===== config.mk =====
export PLATFORM = sky130hd
export DESIGN_NAME = sdram_lite_ctrl
export DESIGN_NICKNAME = d
export VERILOG_FILES = /design/src/rtl/sdc_pkg.sv /design/src/rtl/sdc_refresh_timer.sv /design/src/rtl/sdc_read_return.sv /design/src/rtl/sdc_sequencer.sv /design/src/rtl/sdram_lite_ctrl.sv
export SDC_FILE = /design/constraint.sdc
export NUM_CORES = 1
export LEC_CHECK = 0
export BUFFER_PORTS_ARGS = -buffer_cell sky130_fd_sc_hd__clkbuf_2
export CORE_MARGIN = 10
export CORE_UTILIZATION = 50
export DETAILED_ROUTE_END_ITERATION = 8
export MAX_ROUTING_LAYER = met4
export PLACE_DENSITY = 0.76
export SLEW_MARGIN = 25
export SYNTH_ARGS = -nofsm -noshare
export SYNTH_HDL_FRONTEND = slang
export SYNTH_SLANG_ARGS = --single-unit
export TNS_END_PERCENT = 50

===== constraint.sdc =====
create_clock -name clk -period 2.51 [get_ports clk]
set_input_delay 0.1255 -clock clk [delete_from_list [all_inputs] [get_ports clk]]
set_output_delay 0.1255 -clock clk [all_outputs]
set_load 0.01 [all_outputs]

===== src/rtl/sdc_pkg.sv =====
package sdc_pkg;

  // SDRAM command encoding on {cs_n, ras_n, cas_n, we_n}
  typedef enum logic [3:0] {
    CMD_MRS = 4'b0000,
    CMD_REF = 4'b0001,
    CMD_PRE = 4'b0010,
    CMD_ACT = 4'b0011,
    CMD_WR  = 4'b0100,
    CMD_RD  = 4'b0101,
    CMD_NOP = 4'b0111
  } sd_cmd_e;

  typedef enum logic [3:0] {
    ST_WAIT,
    ST_INIT_PRE,
    ST_INIT_REF1,
    ST_INIT_REF2,
    ST_INIT_MRS,
    ST_IDLE,
    ST_ACT,
    ST_RW,
    ST_REF
  } seq_state_e;

endpackage


===== src/rtl/sdc_refresh_timer.sv =====
module sdc_refresh_timer #(
  parameter int INTERVAL = 520
) (
  input  logic clk,
  input  logic rst_n,
  input  logic run,
  input  logic grant,
  output logic pending
);
  localparam int CW = (INTERVAL > 1) ? $clog2(INTERVAL) : 1;

  logic [CW-1:0] cnt_q, cnt_d;
  logic          pend_q, pend_d;
  logic          tick;

  always_comb begin
    cnt_d = cnt_q;
    tick  = 1'b0;
    if (run) begin
      if (cnt_q == CW'(INTERVAL - 1)) begin
        cnt_d = '0;
        tick  = 1'b1;
      end else begin
        cnt_d = cnt_q + 1'b1;
      end
    end
    // a new tick wins over a grant in the same cycle
    if (tick)       pend_d = 1'b1;
    else if (grant) pend_d = 1'b0;
    else            pend_d = pend_q;
  end

  always_ff @(posedge clk or negedge rst_n) begin
    if (!rst_n) begin
      cnt_q  <= '0;
      pend_q <= 1'b0;
    end else begin
      cnt_q  <= cnt_d;
      pend_q <= pend_d;
    end
  end

  assign pending = pend_q;

endmodule


===== src/rtl/sdc_read_return.sv =====
module sdc_read_return #(
  parameter int DATA_W = 16,
  parameter int LAT    = 2
) (
  input  logic              clk,
  input  logic              rst_n,
  input  logic              rd_issued,
  input  logic [DATA_W-1:0] dq_in,
  output logic              rvalid,
  output logic [DATA_W-1:0] rdata
);
  logic [LAT-1:0]    pipe_q;
  logic              rvalid_q;
  logic [DATA_W-1:0] rdata_q;

  for (genvar i = 0; i < LAT; i++) begin : g_stage
    if (i == 0) begin : g_head
      always_ff @(posedge clk or negedge rst_n) begin
        if (!rst_n) pipe_q[0] <= 1'b0;
        else        pipe_q[0] <= rd_issued;
      end
    end else begin : g_body
      always_ff @(posedge clk or negedge rst_n) begin
        if (!rst_n) pipe_q[i] <= 1'b0;
        else        pipe_q[i] <= pipe_q[i-1];
      end
    end
  end

  always_ff @(posedge clk or negedge rst_n) begin
    if (!rst_n) begin
      rvalid_q <= 1'b0;
      rdata_q  <= '0;
    end else begin
      rvalid_q <= pipe_q[LAT-1];
      if (pipe_q[LAT-1]) rdata_q <= dq_in;
    end
  end

  assign rvalid = rvalid_q;
  assign rdata  = rdata_q;

endmodule


===== src/rtl/sdc_sequencer.sv =====
module sdc_sequencer
  import sdc_pkg::*;
#(
  parameter int BANK_W    = 2,
  parameter int SA_W      = 12,
  parameter int COL_W     = 8,
  parameter int DATA_W    = 16,
  parameter int CAS_LAT   = 2,
  parameter int REG_EXTRA = 0,
  parameter int T_RCD     = 2,
  parameter int T_RP      = 2,
  parameter int T_WR      = 2,
  parameter int T_RFC     = 7,
  parameter int T_MRD     = 2,
  parameter int T_POWERUP = 6600,
  localparam int ADDR_W   = BANK_W + SA_W + COL_W
) (
  input  logic              clk,
  input  logic              rst_n,
  input  logic              req,
  input  logic              req_we,
  input  logic [ADDR_W-1:0] req_addr,
  input  logic [DATA_W-1:0] req_wdata,
  input  logic              ref_pending,
  output logic              ref_grant,
  output logic              ready,
  output logic              ack,
  output sd_cmd_e           cmd,
  output logic [BANK_W-1:0] sd_ba,
  output logic [SA_W-1:0]   sd_addr,
  output logic [DATA_W-1:0] dq_out,
  output logic              dq_oe,
  output logic              cke
);
  localparam int POST  = T_WR + T_RP + CAS_LAT + REG_EXTRA;
  localparam int MAXD  = (T_POWERUP > POST) ? T_POWERUP : POST;
  localparam int CNT_W = $clog2(MAXD + 1);
  localparam logic [SA_W-1:0] MODE_WORD = SA_W'(CAS_LAT << 4);
  localparam int AP_BIT = 10;

  seq_state_e        state_q, state_d, ret_q, ret_d, target;
  logic [CNT_W-1:0]  wcnt_q, wcnt_d;
  sd_cmd_e           cmd_q, cmd_d;
  logic [BANK_W-1:0] ba_q, ba_d;
  logic [SA_W-1:0]   addr_q, addr_d;
  logic              ack_q, ack_d, oe_q, oe_d, ready_q, ready_d, cke_q;
  logic              we_q;
  logic [COL_W-1:0]  col_q;
  logic [DATA_W-1:0] wdata_q;
  logic              lat_en, go;
  int                hold;

  always_comb begin
    state_d   = state_q;
    wcnt_d    = wcnt_q;
    ret_d     = ret_q;
    cmd_d     = CMD_NOP;
    ba_d      = ba_q;
    addr_d    = addr_q;
    ack_d     = 1'b0;
    oe_d      = 1'b0;
    ready_d   = ready_q;
    ref_grant = 1'b0;
    lat_en    = 1'b0;
    go        = 1'b0;
    hold      = 1;
    target    = ST_IDLE;
    case (state_q)
      ST_WAIT: begin
        if (wcnt_q == '0) state_d = ret_q;
        else              wcnt_d  = wcnt_q - 1'b1;
      end
      ST_INIT_PRE: begin
        cmd_d          = CMD_PRE;
        ba_d           = '0;
        addr_d         = '0;
        addr_d[AP_BIT] = 1'b1;
        go = 1'b1; hold = T_RP; target = ST_INIT_REF1;
      end
      ST_INIT_REF1: begin
        cmd_d = CMD_REF;
        go = 1'b1; hold = T_RFC; target = ST_INIT_REF2;
      end
      ST_INIT_REF2: begin
        cmd_d = CMD_REF;
        go = 1'b1; hold = T_RFC; target = ST_INIT_MRS;
      end
      ST_INIT_MRS: begin
        cmd_d   = CMD_MRS;
        ba_d    = '0;
        addr_d  = MODE_WORD;
        ready_d = 1'b1;
        go = 1'b1; hold = T_MRD; target = ST_IDLE;
      end
      ST_IDLE: begin
        if (ref_pending) state_d = ST_REF;
        else if (req)    state_d = ST_ACT;
      end
      ST_REF: begin
        cmd_d     = CMD_REF;
        ref_grant = 1'b1;
        go = 1'b1; hold = T_RFC; target = ST_IDLE;
      end
      ST_ACT: begin
        cmd_d  = CMD_ACT;
        ba_d   = req_addr[ADDR_W-1 -: BANK_W];
        addr_d = req_addr[COL_W +: SA_W];
        lat_en = 1'b1;
        ack_d  = 1'b1;
        go = 1'b1; hold = T_RCD; target = ST_RW;
      end
      ST_RW: begin
        cmd_d              = we_q ? CMD_WR : CMD_RD;
        addr_d             = '0;
        addr_d[COL_W-1:0]  = col_q;
        addr_d[AP_BIT]     = 1'b1;
        oe_d               = we_q;
        go = 1'b1; hold = POST; target = ST_IDLE;
      end
      default: state_d = ST_IDLE;
    endcase
    if (go) begin
      if (hold <= 1) begin
        state_d = target;
      end else begin
        state_d = ST_WAIT;
        wcnt_d  = CNT_W'(hold - 2);
        ret_d   = target;
      end
    end
  end

  always_ff @(posedge clk or negedge rst_n) begin
    if (!rst_n) begin
      state_q <= ST_WAIT;
      wcnt_q  <= CNT_W'(T_POWERUP - 2);
      ret_q   <= ST_INIT_PRE;
      cmd_q   <= CMD_NOP;
      ba_q    <= '0;
      addr_q  <= '0;
      ack_q   <= 1'b0;
      oe_q    <= 1'b0;
      ready_q <= 1'b0;
      cke_q   <= 1'b0;
      we_q    <= 1'b0;
      col_q   <= '0;
      wdata_q <= '0;
    end else begin
      state_q <= state_d;
      wcnt_q  <= wcnt_d;
      ret_q   <= ret_d;
      cmd_q   <= cmd_d;
      ba_q    <= ba_d;
      addr_q  <= addr_d;
      ack_q   <= ack_d;
      oe_q    <= oe_d;
      ready_q <= ready_d;
      cke_q   <= 1'b1;
      if (lat_en) begin
        we_q    <= req_we;
        col_q   <= req_addr[COL_W-1:0];
        wdata_q <= req_wdata;
      end
    end
  end

  assign cmd     = cmd_q;
  assign sd_ba   = ba_q;
  assign sd_addr = addr_q;
  assign ack     = ack_q;
  assign dq_oe   = oe_q;
  assign dq_out  = wdata_q;
  assign ready   = ready_q;
  assign cke     = cke_q;

endmodule


===== src/rtl/sdram_lite_ctrl.sv =====
module sdram_lite_ctrl
  import sdc_pkg::*;
#(
  parameter int BANK_W       = 2,
  parameter int SA_W         = 12,
  parameter int COL_W        = 8,
  parameter int DATA_W       = 16,
  parameter int CAS_LAT      = 2,
  parameter int REG_EXTRA    = 0,
  parameter int T_RCD        = 2,
  parameter int T_RP         = 2,
  parameter int T_WR         = 2,
  parameter int T_RFC        = 7,
  parameter int T_MRD        = 2,
  parameter int T_POWERUP    = 6600,
  parameter int REF_INTERVAL = 500,
  localparam int ADDR_W      = BANK_W + SA_W + COL_W
) (
  input  logic              clk,
  input  logic              rst_n,
  input  logic              req,
  input  logic              req_we,
  input  logic [ADDR_W-1:0] req_addr,
  input  logic [DATA_W-1:0] req_wdata,
  output logic              ack,
  output logic [DATA_W-1:0] rdata,
  output logic              rvalid,
  output logic              sd_cke,
  output logic              sd_cs_n,
  output logic              sd_ras_n,
  output logic              sd_cas_n,
  output logic              sd_we_n,
  output logic [BANK_W-1:0] sd_ba,
  output logic [SA_W-1:0]   sd_addr,
  output logic [DATA_W-1:0] sd_dq_out,
  output logic              sd_dq_oe,
  input  logic [DATA_W-1:0] sd_dq_in
);
  localparam int RET_LAT = CAS_LAT + REG_EXTRA;

  sd_cmd_e cmd;
  logic    ref_pending, ref_grant, ready;

  sdc_refresh_timer #(.INTERVAL(REF_INTERVAL)) u_ref (
    .clk     (clk),
    .rst_n   (rst_n),
    .run     (ready),
    .grant   (ref_grant),
    .pending (ref_pending)
  );

  sdc_sequencer #(
    .BANK_W(BANK_W), .SA_W(SA_W), .COL_W(COL_W), .DATA_W(DATA_W),
    .CAS_LAT(CAS_LAT), .REG_EXTRA(REG_EXTRA), .T_RCD(T_RCD), .T_RP(T_RP),
    .T_WR(T_WR), .T_RFC(T_RFC), .T_MRD(T_MRD), .T_POWERUP(T_POWERUP)
  ) u_seq (
    .clk         (clk),
    .rst_n       (rst_n),
    .req         (req),
    .req_we      (req_we),
    .req_addr    (req_addr),
    .req_wdata   (req_wdata),
    .ref_pending (ref_pending),
    .ref_grant   (ref_grant),
    .ready       (ready),
    .ack         (ack),
    .cmd         (cmd),
    .sd_ba       (sd_ba),
    .sd_addr     (sd_addr),
    .dq_out      (sd_dq_out),
    .dq_oe       (sd_dq_oe),
    .cke         (sd_cke)
  );

  sdc_read_return #(.DATA_W(DATA_W), .LAT(RET_LAT)) u_ret (
    .clk       (clk),
    .rst_n     (rst_n),
    .rd_issued (cmd == CMD_RD),
    .dq_in     (sd_dq_in),
    .rvalid    (rvalid),
    .rdata     (rdata)
  );

  assign {sd_cs_n, sd_ras_n, sd_cas_n, sd_we_n} = cmd;

endmodule


### Word-level counts from Yosys, hierarchy flattened

Cells that the tools add are included.

* input port bits: 58
* output and inout bits: 54
* ROM bits: 0
* logic and storage cells: 73
* flip-flop bits (word level): 97
* latch bits: 0
* RAM bits: 0
* memories kept: 0

* equal/unequal tests: 13
* reduce and logical (&&, ||, !) cells: 11
* bitwise logic cells: 1
* order comparisons: 1
* multiply operators: 0
* shifts and indexed selects: 0
* divide/modulo/power cells: 0
* multiplexer cells: 25
* add/sub/neg operators: 3

Operator list (number)
* $mux 13: 4
* $pmux 12 s4: 1
* $eq 4x3->1 const B: 5
* $pmux 4 s5: 1
* $mux 4: 4
* $logic_not 13->1: 1
* $sub 13x1->13 const B: 1
* $pmux 3 s4: 1
* $pmux 4 s3: 1
* $add 9x1->9 const B: 1
* $eq 9x9->1 const B: 1
* $mux 1: 9
* $mux 9: 1
* $pmux 3 s3: 1
* $eq 4x2->1 const B: 2
* $reduce_or 7->1: 1
* $reduce_or 3->1: 2
* $eq 4x1->1 const B: 1
* $eq 4x4->1 const B: 1
* $logic_not 4->1: 1
* $ne 4x3->1 const B: 1
* $pmux 2 s2: 1
* $reduce_bool 2->1: 2
* $reduce_bool 4->1: 1
* 9 further kinds: 9

### Longest topological paths before layout

Gate-level depths: netlist (run 1).

* word-level depth: 6
* gate-level depth with buffers: 10

### Cells and area by module

From an unflattened synthesis (run 1), not the netlist that was laid out.

* cells, all modules: 357
* area total of the unflattened synthesis: 4383.0 µm²

By module, submodules not included
* sdc_sequencer: cells each 264, area an instance 3054.2 µm², instances 1
* sdc_read_return: cells each 37, area an instance 724.4 µm², instances 1
* sdc_refresh_timer: cells each 55, area an instance 591.8 µm², instances 1
* sdram_lite_ctrl: cells each 1, area an instance 12.5 µm², instances 1

### Worst setup path after synthesis (run 1)

Ideal clock, no wire load.

* path type: reg-to-reg
* start: register u_seq.state_q[1]
* end: register u_seq.wcnt_q[10]
* period minus slack after synthesis: 2.262 ns
* data arrival time: 2.114 ns
* setup slack: 0.248 ns
* library setup time: 0.148 ns
* stages on the path, launching flop included: 9
* cell sequence: dfrtp_1 -> clkbuf_1 -> o21bai_1 -> and2_1 -> ha_1 -> buf_1 -> a21o_1 -> buf_1 -> a31oi_1

* cells in the longest elaborated chain, start to end: 6
* elaborated cells on any way between the ends: 18
* classes of those cells: add/sub (1); order compare (1); eq/ne (7); mux (5); reduce/logical (4)

Ends and longest elaborated chain
* start: declaration: RTL line sdc_sequencer.sv:41 `seq_state_e state_q, state_d, ret_q, ret_d, target;`
* start signal: assignment: RTL line sdc_sequencer.sv:149 `state_q <= state_d;`
* $eq 4x1->1, or another cell as far along: RTL line sdc_sequencer.sv:68 `case (state_q)`
* $reduce_or 3->1 (no line)
* $pmux 3 s3: RTL line sdc_sequencer.sv:68
* $sub 3x2->4 / $le 3x1->1 (equally long branches): RTL line sdc_sequencer.sv:127, sdc_sequencer.sv:123
* $mux 13: RTL line sdc_sequencer.sv:123 `if (hold <= 1) begin`
* $mux 13 (*): RTL line sdc_sequencer.sv:122 `if (go) begin`
* named net u_seq.wcnt_d[10]: RTL line sdc_sequencer.sv:42 `logic [CNT_W-1:0] wcnt_q, wcnt_d;`
* end signal: assignment: RTL line sdc_sequencer.sv:136 `wcnt_q <= CNT_W'(T_POWERUP - 2);`
* end signal: assignment: RTL line sdc_sequencer.sv:150 `wcnt_q <= wcnt_d;`
* end: declaration: RTL line sdc_sequencer.sv:42

Mark *: on every way through the listed nets, which the timed path passes. The rest lies on a longest branch.
A chain may end at the register's enable or synchronous reset.

### Worst setup path after layout (run 1)

* start: register u_seq.state_q[1]
* end: register u_seq.state_q[0]

* cells in the longest elaborated chain, start to end: 6
* elaborated cells on any way between the ends: 23
* classes of those cells: order compare (1); eq/ne (11); mux (6); reduce/logical (5)

Ends and longest elaborated chain (RTL line)
* $eq 4x1->1, or another cell as far along: sdc_sequencer.sv:68
* $reduce_or 3->1 (no line)
* $pmux 3 s3: sdc_sequencer.sv:68
* $le 3x1->1: sdc_sequencer.sv:123
* $mux 3: sdc_sequencer.sv:123
* $mux 4: sdc_sequencer.sv:122

Several ways; a longest one is shown, not always the timed one.

==> results of run 1 <==
==> timing repair <==
item | in CTS | in global routing
setup buffers | 0 | 0
endpoints found under the setup margin | 0 | 3
resized for setup | 0 | 2
hold buffers | 43 | 0
hold endpoints to repair | 78 | 0
==> stage by stage <==
step | setup slack, ps | util [%] | hold slack (ps) | cells | area (um^2)
finish | 309.5 | 67.72 | 11.36 | 632 | 5620
floorplan | 248.2 | - | -170.1 | 362 | 4289
global route | 139.9 | 67.72 | 0.04033 | 632 | 5620
global placement | 319.3 | 60.21 | 162.3 | 573 | 4997
detailed placement | 226.1 | 60.21 | 176.5 | 573 | 4997
CTS | 190.9 | 67.59 | 2.986 | 632 | 5609
==> worst paths after layout <==
| check | slack (ps) | end | depth (start not counted) |
|---|---|---|---|
| min in group asynchronous | 300 | u_seq.sd_ba[0] | 2 |
| hold / removal | 10 | u_seq.dq_out[11] | 2 |
| hold reg to reg | 360 | u_ret.pipe_q[1] | 0 |
| setup / recovery | 310 | u_seq.state_q[0] | 7 |
| max in group asynchronous | 1420 | u_seq.cmd[2] | 3 |
| setup reg to reg | 310 | u_seq.state_q[0] | 7 |
==> flip-flops by register name, indices dropped and copies added, names as in the netlist <==
| name | flops |
|---|---|
| u_ref.cnt_q | 9 |
| u_ref.pending | 1 |
| u_ret.pipe_q | 2 |
| u_ret.rdata | 16 |
| u_ret.rvalid | 1 |
| u_seq.ack | 1 |
| u_seq.cke | 1 |
| u_seq.cmd | 3 |
| u_seq.col_q | 8 |
| u_seq.dq_oe | 1 |
| u_seq.dq_out | 16 |
| u_seq.ready | 1 |
| u_seq.ret_q | 3 |
| u_seq.sd_addr | 12 |
| u_seq.sd_ba | 2 |
| u_seq.state_q | 4 |
| u_seq.wcnt_q | 13 |
| u_seq.we_q | 1 |
==> critical path, delay by kind of cell (launching register included) <==
kind | cells | cell delay (ps)
flip-flops | 1 | 530
adder cells (fa/ha/maj) | 1 | 270
AND/OR/NAND/NOR | 2 | 580
AO/OA/AOI/OAI | 4 | 680
==> cell usage in the layout (no fill, tap or decap), drive strengths merged, types with 11 or more instances in the layout <==
cell and instances:
a21o 14, a31oi 11, buf 16, clkbuf 119, dfrtp 84, dfstp 11
dlygate4sd3 43, inv 13, mux2 42, nand2 21, nor2 24, o21ai 18
==> cell families after synthesis <==
group | after synthesis | share of synthesized area, %
compound gates | 87 | 14.35
xor+xnor | 6 | 1.225
fa+ha+maj | 5 | 1.459
buf+inv | 30 | 3.092
flops | 95 | 55.75
mux | 42 | 11.03
other cells | 2 | 0.1751
simple gates | 95 | 12.92
==> final cells by class <==
| class | count | area share [%] |
|---|---|---|
| Clock buffer | 10 | 2.271 |
| Inverter | 11 | 0.7346 |
| Tap cell | 105 | 2.337 |
| Clock inverter | 6 | 0.9573 |
| Timing Repair Buffer | 168 | 19.50 |
| Multi-Input combinational cell | 237 | 31.66 |
| Sequential cell | 95 | 42.54 |
==> metal layers <==
layer  global-route usage [%]  wire, um  up-vias
li1                         -         -     1639
met1                    21.04      4649     1711
met2                    28.99      5580      134
met3                    4.792       747       17
met4                    4.907       152        0
met5                        -         0        -
==> power groups by stage <==
stage | combinational (uW) | clock, uW | sequential, uW
2_1_floorplan | 1510 | 0 | 2660
3_3_place_gp | 2390 | 0 | 2580
3_5_place_dp | 2490 | 0 | 2620
4_1_cts | 2540 | 971 | 2600
5_1_grt | 2790 | 1040 | 2690
6_report | 2550 | 941 | 2610
==> run_results.csv, run 1 <==
group,metric,value,unit
layout,fillers,591,
critical_path,path_cells,"nor4b_4 -> a21oi_1 -> and2_1 -> ha_2 -> o221a_2 -> o32ai_1 -> a21oi_1",
layout,n_antenna_cell,0,
route,first_pass_iters,5,
placement,hpwl,7716,um
pwr,finalPower,6099,uW
global_routing,grt_pass1_wl,18210,um
timing,slew_headroom,59.25,%
route,ant_nets,0,
global_routing,grt_usage,17.73,%
critical_path,r2r-start,"u_seq.state_q[1]",
clock_network,tritoncts,"yes",
route,num_vias,3501,
floorplanning,dieWidth,112.6,um
pwr,vdd_drop_max,0.0005224,V
pwr,swShare,38.29,%
clock_network,cts_max_level,3,
logic_synthesis,synth_commonest_cells,"dfrtp_1, mux2_2, nor2_1",
route,remaining_drc_errors,0,
timing,finalCritPeriodShare,87.67,%
floorplanning,die_h,112.6,um
logic_synthesis,ys_async_sr_fraction,100.0,%
layout,final_nets,585,
critical_path,start_kind,"register",
pwr,pwr-share-comb,41.8,%
placement,gp_congestion,0.8344,
timing,finalHoldViolCount,0,
flow_run,maxCapViolations,0,
logic_synthesis,yosysMostFrequentCell,"dfrtp_1",
route,drtIter0Drc,313,
logic_synthesis,ys.flop_type,"dfrtp_1",
logic_synthesis,synth_top_area_share,49.01,%
logic_synthesis,synth_nets,425,
clock_network,numCtsBuffers,9,
critical_path,crit_top_cell,"a21oi_1",
logic_synthesis,synthCells,362,
logic_synthesis,synth-seq-cells,95,
logic_synthesis,synth_edf_count,0,
logic_synthesis,yosysSeqAreaShare,55.75,%
floorplanning,dieArea,12680,um^2
timing,layout_min_cycle_time,2200,ps
timing,setup_viol,0,
logic_synthesis,synth_area,4289,um^2
timing,rsz0062_at_grt,"no",
global_routing,grt_max_degree,48,
placement,io_buffer_count,110,
clock_network,root_buffer,"clkbuf_8",
layout,layout-drive-gt1-share,39.85,%
clock_network,cts_sinks,95,
timing,tightest_slew,611.3,ps
timing,fin_tns_setup,0,ps
run_status,status,"completed",
layout,area_delta_synth_final,31.04,%
timing,clock-skew-final,12.88,ps
layout,ff_latch_area,2391,um^2
critical_path,max_stage_delay,530,ps
route,vias_per_cell,5.540,
clock_network,cts_buffer_depth,2,
critical_path,worstSetupPathType,"register to register",
min_path,hold_class,"primary input to register",
pwr,clkPwrFrac,15.4,%
pwr,cell_internal_pwr,3764,uW
logic_synthesis,yosys-top-cells-area,"dfrtp_1, mux2_2, dfstp_2",
pwr,seqPwrFrac,42.8,%
timing,slew_viol_final,0,
global_routing,grt_pass1_vias,3667,
critical_path,crit_required,2750,ps
timing,clock.fmax,454.4,MHz
critical_path,path_max_fanout,10,
pwr,leakagePower,0.002667,uW
logic_synthesis,ys.warnings.count,0,
floorplanning,rows,33,
pwr,p_sw,2336,uW
layout,multi_input_area,1779,um^2
critical_path,crit_arrival,2450,ps
critical_path,crit_start,"u_seq.state_q[1]",
global_routing,antenna_found_initial,0,
logic_synthesis,synth.distinct_cells,59,
critical_path,critPathSlowestCell,"dfrtp_1",
clock_network,clock_latency,370,ps
logic_synthesis,yosysTopAreaCell,"dfrtp_1",
route,wire_per_inst,17.61,um
route,drt_wl_total,11130,um
floorplanning,ioPinCount,112,
pwr,powerDensity,1085,nW/um^2
floorplanning,coreArea,8299,um^2
clock_network,cts.clk_slew.worst_paths,100,ps
logic_synthesis,syn_area_per_cell,11.85,um^2
critical_path,worst_setup_path_end_kind,"register",
min_path,hp-start,"req_wdata[11]",
global_routing,overflow,0,
floorplanning,start_util,51.68,%
No activity file was read; power rests on OpenSTA's default activity.
==> run 2, diff against run 1 <==
--- a/config.mk
+++ b/config.mk
@@ -7,3 +7,2 @@
 export LEC_CHECK = 0
-export BUFFER_PORTS_ARGS = -buffer_cell sky130_fd_sc_hd__clkbuf_2
 export CORE_MARGIN = 10
@@ -11,4 +10,5 @@
 export DETAILED_ROUTE_END_ITERATION = 8
+export DONT_BUFFER_PORTS = 1
 export MAX_ROUTING_LAYER = met4
-export PLACE_DENSITY = 0.76
+export SKIP_CTS_REPAIR_TIMING = 1
 export SLEW_MARGIN = 25
==> constraint.sdc (replaced) <==
create_clock -name clk -period 2.51 [get_ports clk]
set_input_delay 0.251 -clock clk [delete_from_list [all_inputs] [get_ports clk]]
set_output_delay 0.251 -clock clk [all_outputs]
set_load 0.01 [all_outputs]
==> run 2 against run 1 <==
  * Wire length is 17% lower
  * Maximum frequency is 2.4% lower
  * Worst hold slack worse by 6.2 ps
  * Clock power is 9% higher
  * Register-to-register slack worse by 50 ps
  * First-iteration DRC count is 45% lower
  * Non-clock buffer count is 152 lower
  * Die area stayed put
  * Critical endpoint is now u_seq.wcnt_q[0]
  * Largest power group unchanged
==> run_results.csv, run 2 (synthesis gave the netlist of run 1 again) <==
group,metric,value,unit
run_status,status,"completed",
clock_network,cts_max_level,3,
clock_network,numCtsBuffers,9,
pwr,leakagePower,0.002047,uW
critical_path,path_max_fanout,12,
floorplanning,dieArea,12680,um^2
floorplanning,ioPinCount,112,
placement,dp_slack,280.1,ps
floorplanning,coreArea,8299,um^2
timing,setup_viol,0,
timing,fin_tns_setup,0,ps
placement,place_area,4449,um^2
layout,instances_no_fill,481,
clock_network,root_buffer,"clkbuf_8",
clock_network,cts_buffer_depth,2,
critical_path,worstSetupPathType,"register to register",
layout,layout-drive-gt1-share,26.40,%
route,drt_wl_total,9273,um
layout,final_nets,433,
layout,layout_common_cells,"dfrtp_1, mux2_2, nand2_1, nor2_1, o21ai_0",
layout,area_delta_synth_final,9.364,%
timing,finalCritPeriodShare,89.79,%
layout,fillers,687,
placement,hpwl,6699,um
layout,fin_area,4691,um^2
floorplanning,start_util,51.68,%
timing,clock.fmax,443.7,MHz
floorplanning,rows,33,
global_routing,grt_usage,14.54,%
route,vias_per_cell,5.775,
floorplanning,die_h,112.6,um
critical_path,start_kind,"register",
clock_network,clock_latency,360,ps
route,drtIter0Drc,173,
floorplanning,dieWidth,112.6,um
route,first_pass_iters,4,
timing,layout_setup_ws,256.2,ps
clock_network,tritoncts,"yes",
pwr,vdd_drop_max,0.0005071,V
timing,rsz0062_at_grt,"no",
timing,layout_min_cycle_time,2254,ps
placement,gp_congestion,0.8615,
timing,tightest_slew,688.6,ps
global_routing,grt_pass1_vias,2844,
timing,finalHoldViolCount,0,
pwr,powerDensity,1227,nW/um^2
route,remaining_drc_errors,0,
placement,dp.cells,462,
clock_network,cts_sinks,95,
pwr,finalPower,5755,uW
route,wire_per_inst,19.28,um
global_routing,grt_max_degree,96,
timing,slew_viol_final,0,
timing,clock-skew-final,18.90,ps
critical_path,crit_required,2780,ps
global_routing,antenna_found_initial,1,
route,ant_nets,0,
route,num_vias,2778,
flow_run,maxCapViolations,0,
clock_network,cts.clk_slew.worst_paths,100,ps
timing,slew_headroom,53.92,%
critical_path,worst_setup_path_end_kind,"register",
min_path,hold_class,"primary input to register",
placement,io_buffer_count,0,
global_routing,grt_pass1_wl,15030,um
layout,final_common_cell,"dfrtp_1",
critical_path,crit_arrival,2520,ps
global_routing,overflow,0,
## run 2: worst max-delay path: stages (launching register included)
cell     delay [ps]
dfrtp_1         530
nor4b_2         360
a21oi_1          90
and2_1          190
ha_1            340
a21o_1          300
buf_4           200
a32oi_1         160
## run 2: stage by stage
stage | util (%) | hold WS [ps]
after detailed placement | 53.61 | -39.50
after floorplan | - | -44.59
after CTS | 56.04 | -435.7
final | 56.52 | 5.146
after global routing | 56.52 | 11.19
after global placement | 53.61 | -39.20
## run 2: worst paths after layout
kind	from	to	slack [ps]	depth (start not counted)
setup / recovery	u_seq.state_q[0]	u_seq.wcnt_q[0]	260	7
hold / removal	req_we	u_seq.we_q	5	2
setup reg to reg	u_seq.state_q[0]	u_seq.wcnt_q[0]	260	7
hold reg to reg	u_ret.pipe_q[0]	u_ret.pipe_q[1]	360	0
max in group asynchronous	rst_n	u_seq.wcnt_q[1]	1630	2
min in group asynchronous	rst_n	u_ret.rdata[7]	490	2
## run 2: layout make-up
type,count,area (um^2),share of cell area (%)
well taps,105,131.4,2.801
repair buffers,16,155.1,3.308
clock inverters,6,73.82,1.574
multi-input cells,237,1768,37.69
clock buffers,10,127.6,2.721
inverters,11,41.29,0.8802
flip-flops and latches,95,2391,50.97
diodes,1,2.502,0.05335
## run 2: where the power goes
part | switching [uW] | internal (uW)
clock network | 555 | 475
logic | 948 | 938
registers | 659 | 2180
## run 2: per-layer routing
layer	vias up	wire length, um	global-route usage, %
met5	-	0	-
met4	0	93	3.807
met3	10	754	5.112
met2	94	4191	21.35
met1	1344	4234	18.66
li1	1330	-	-
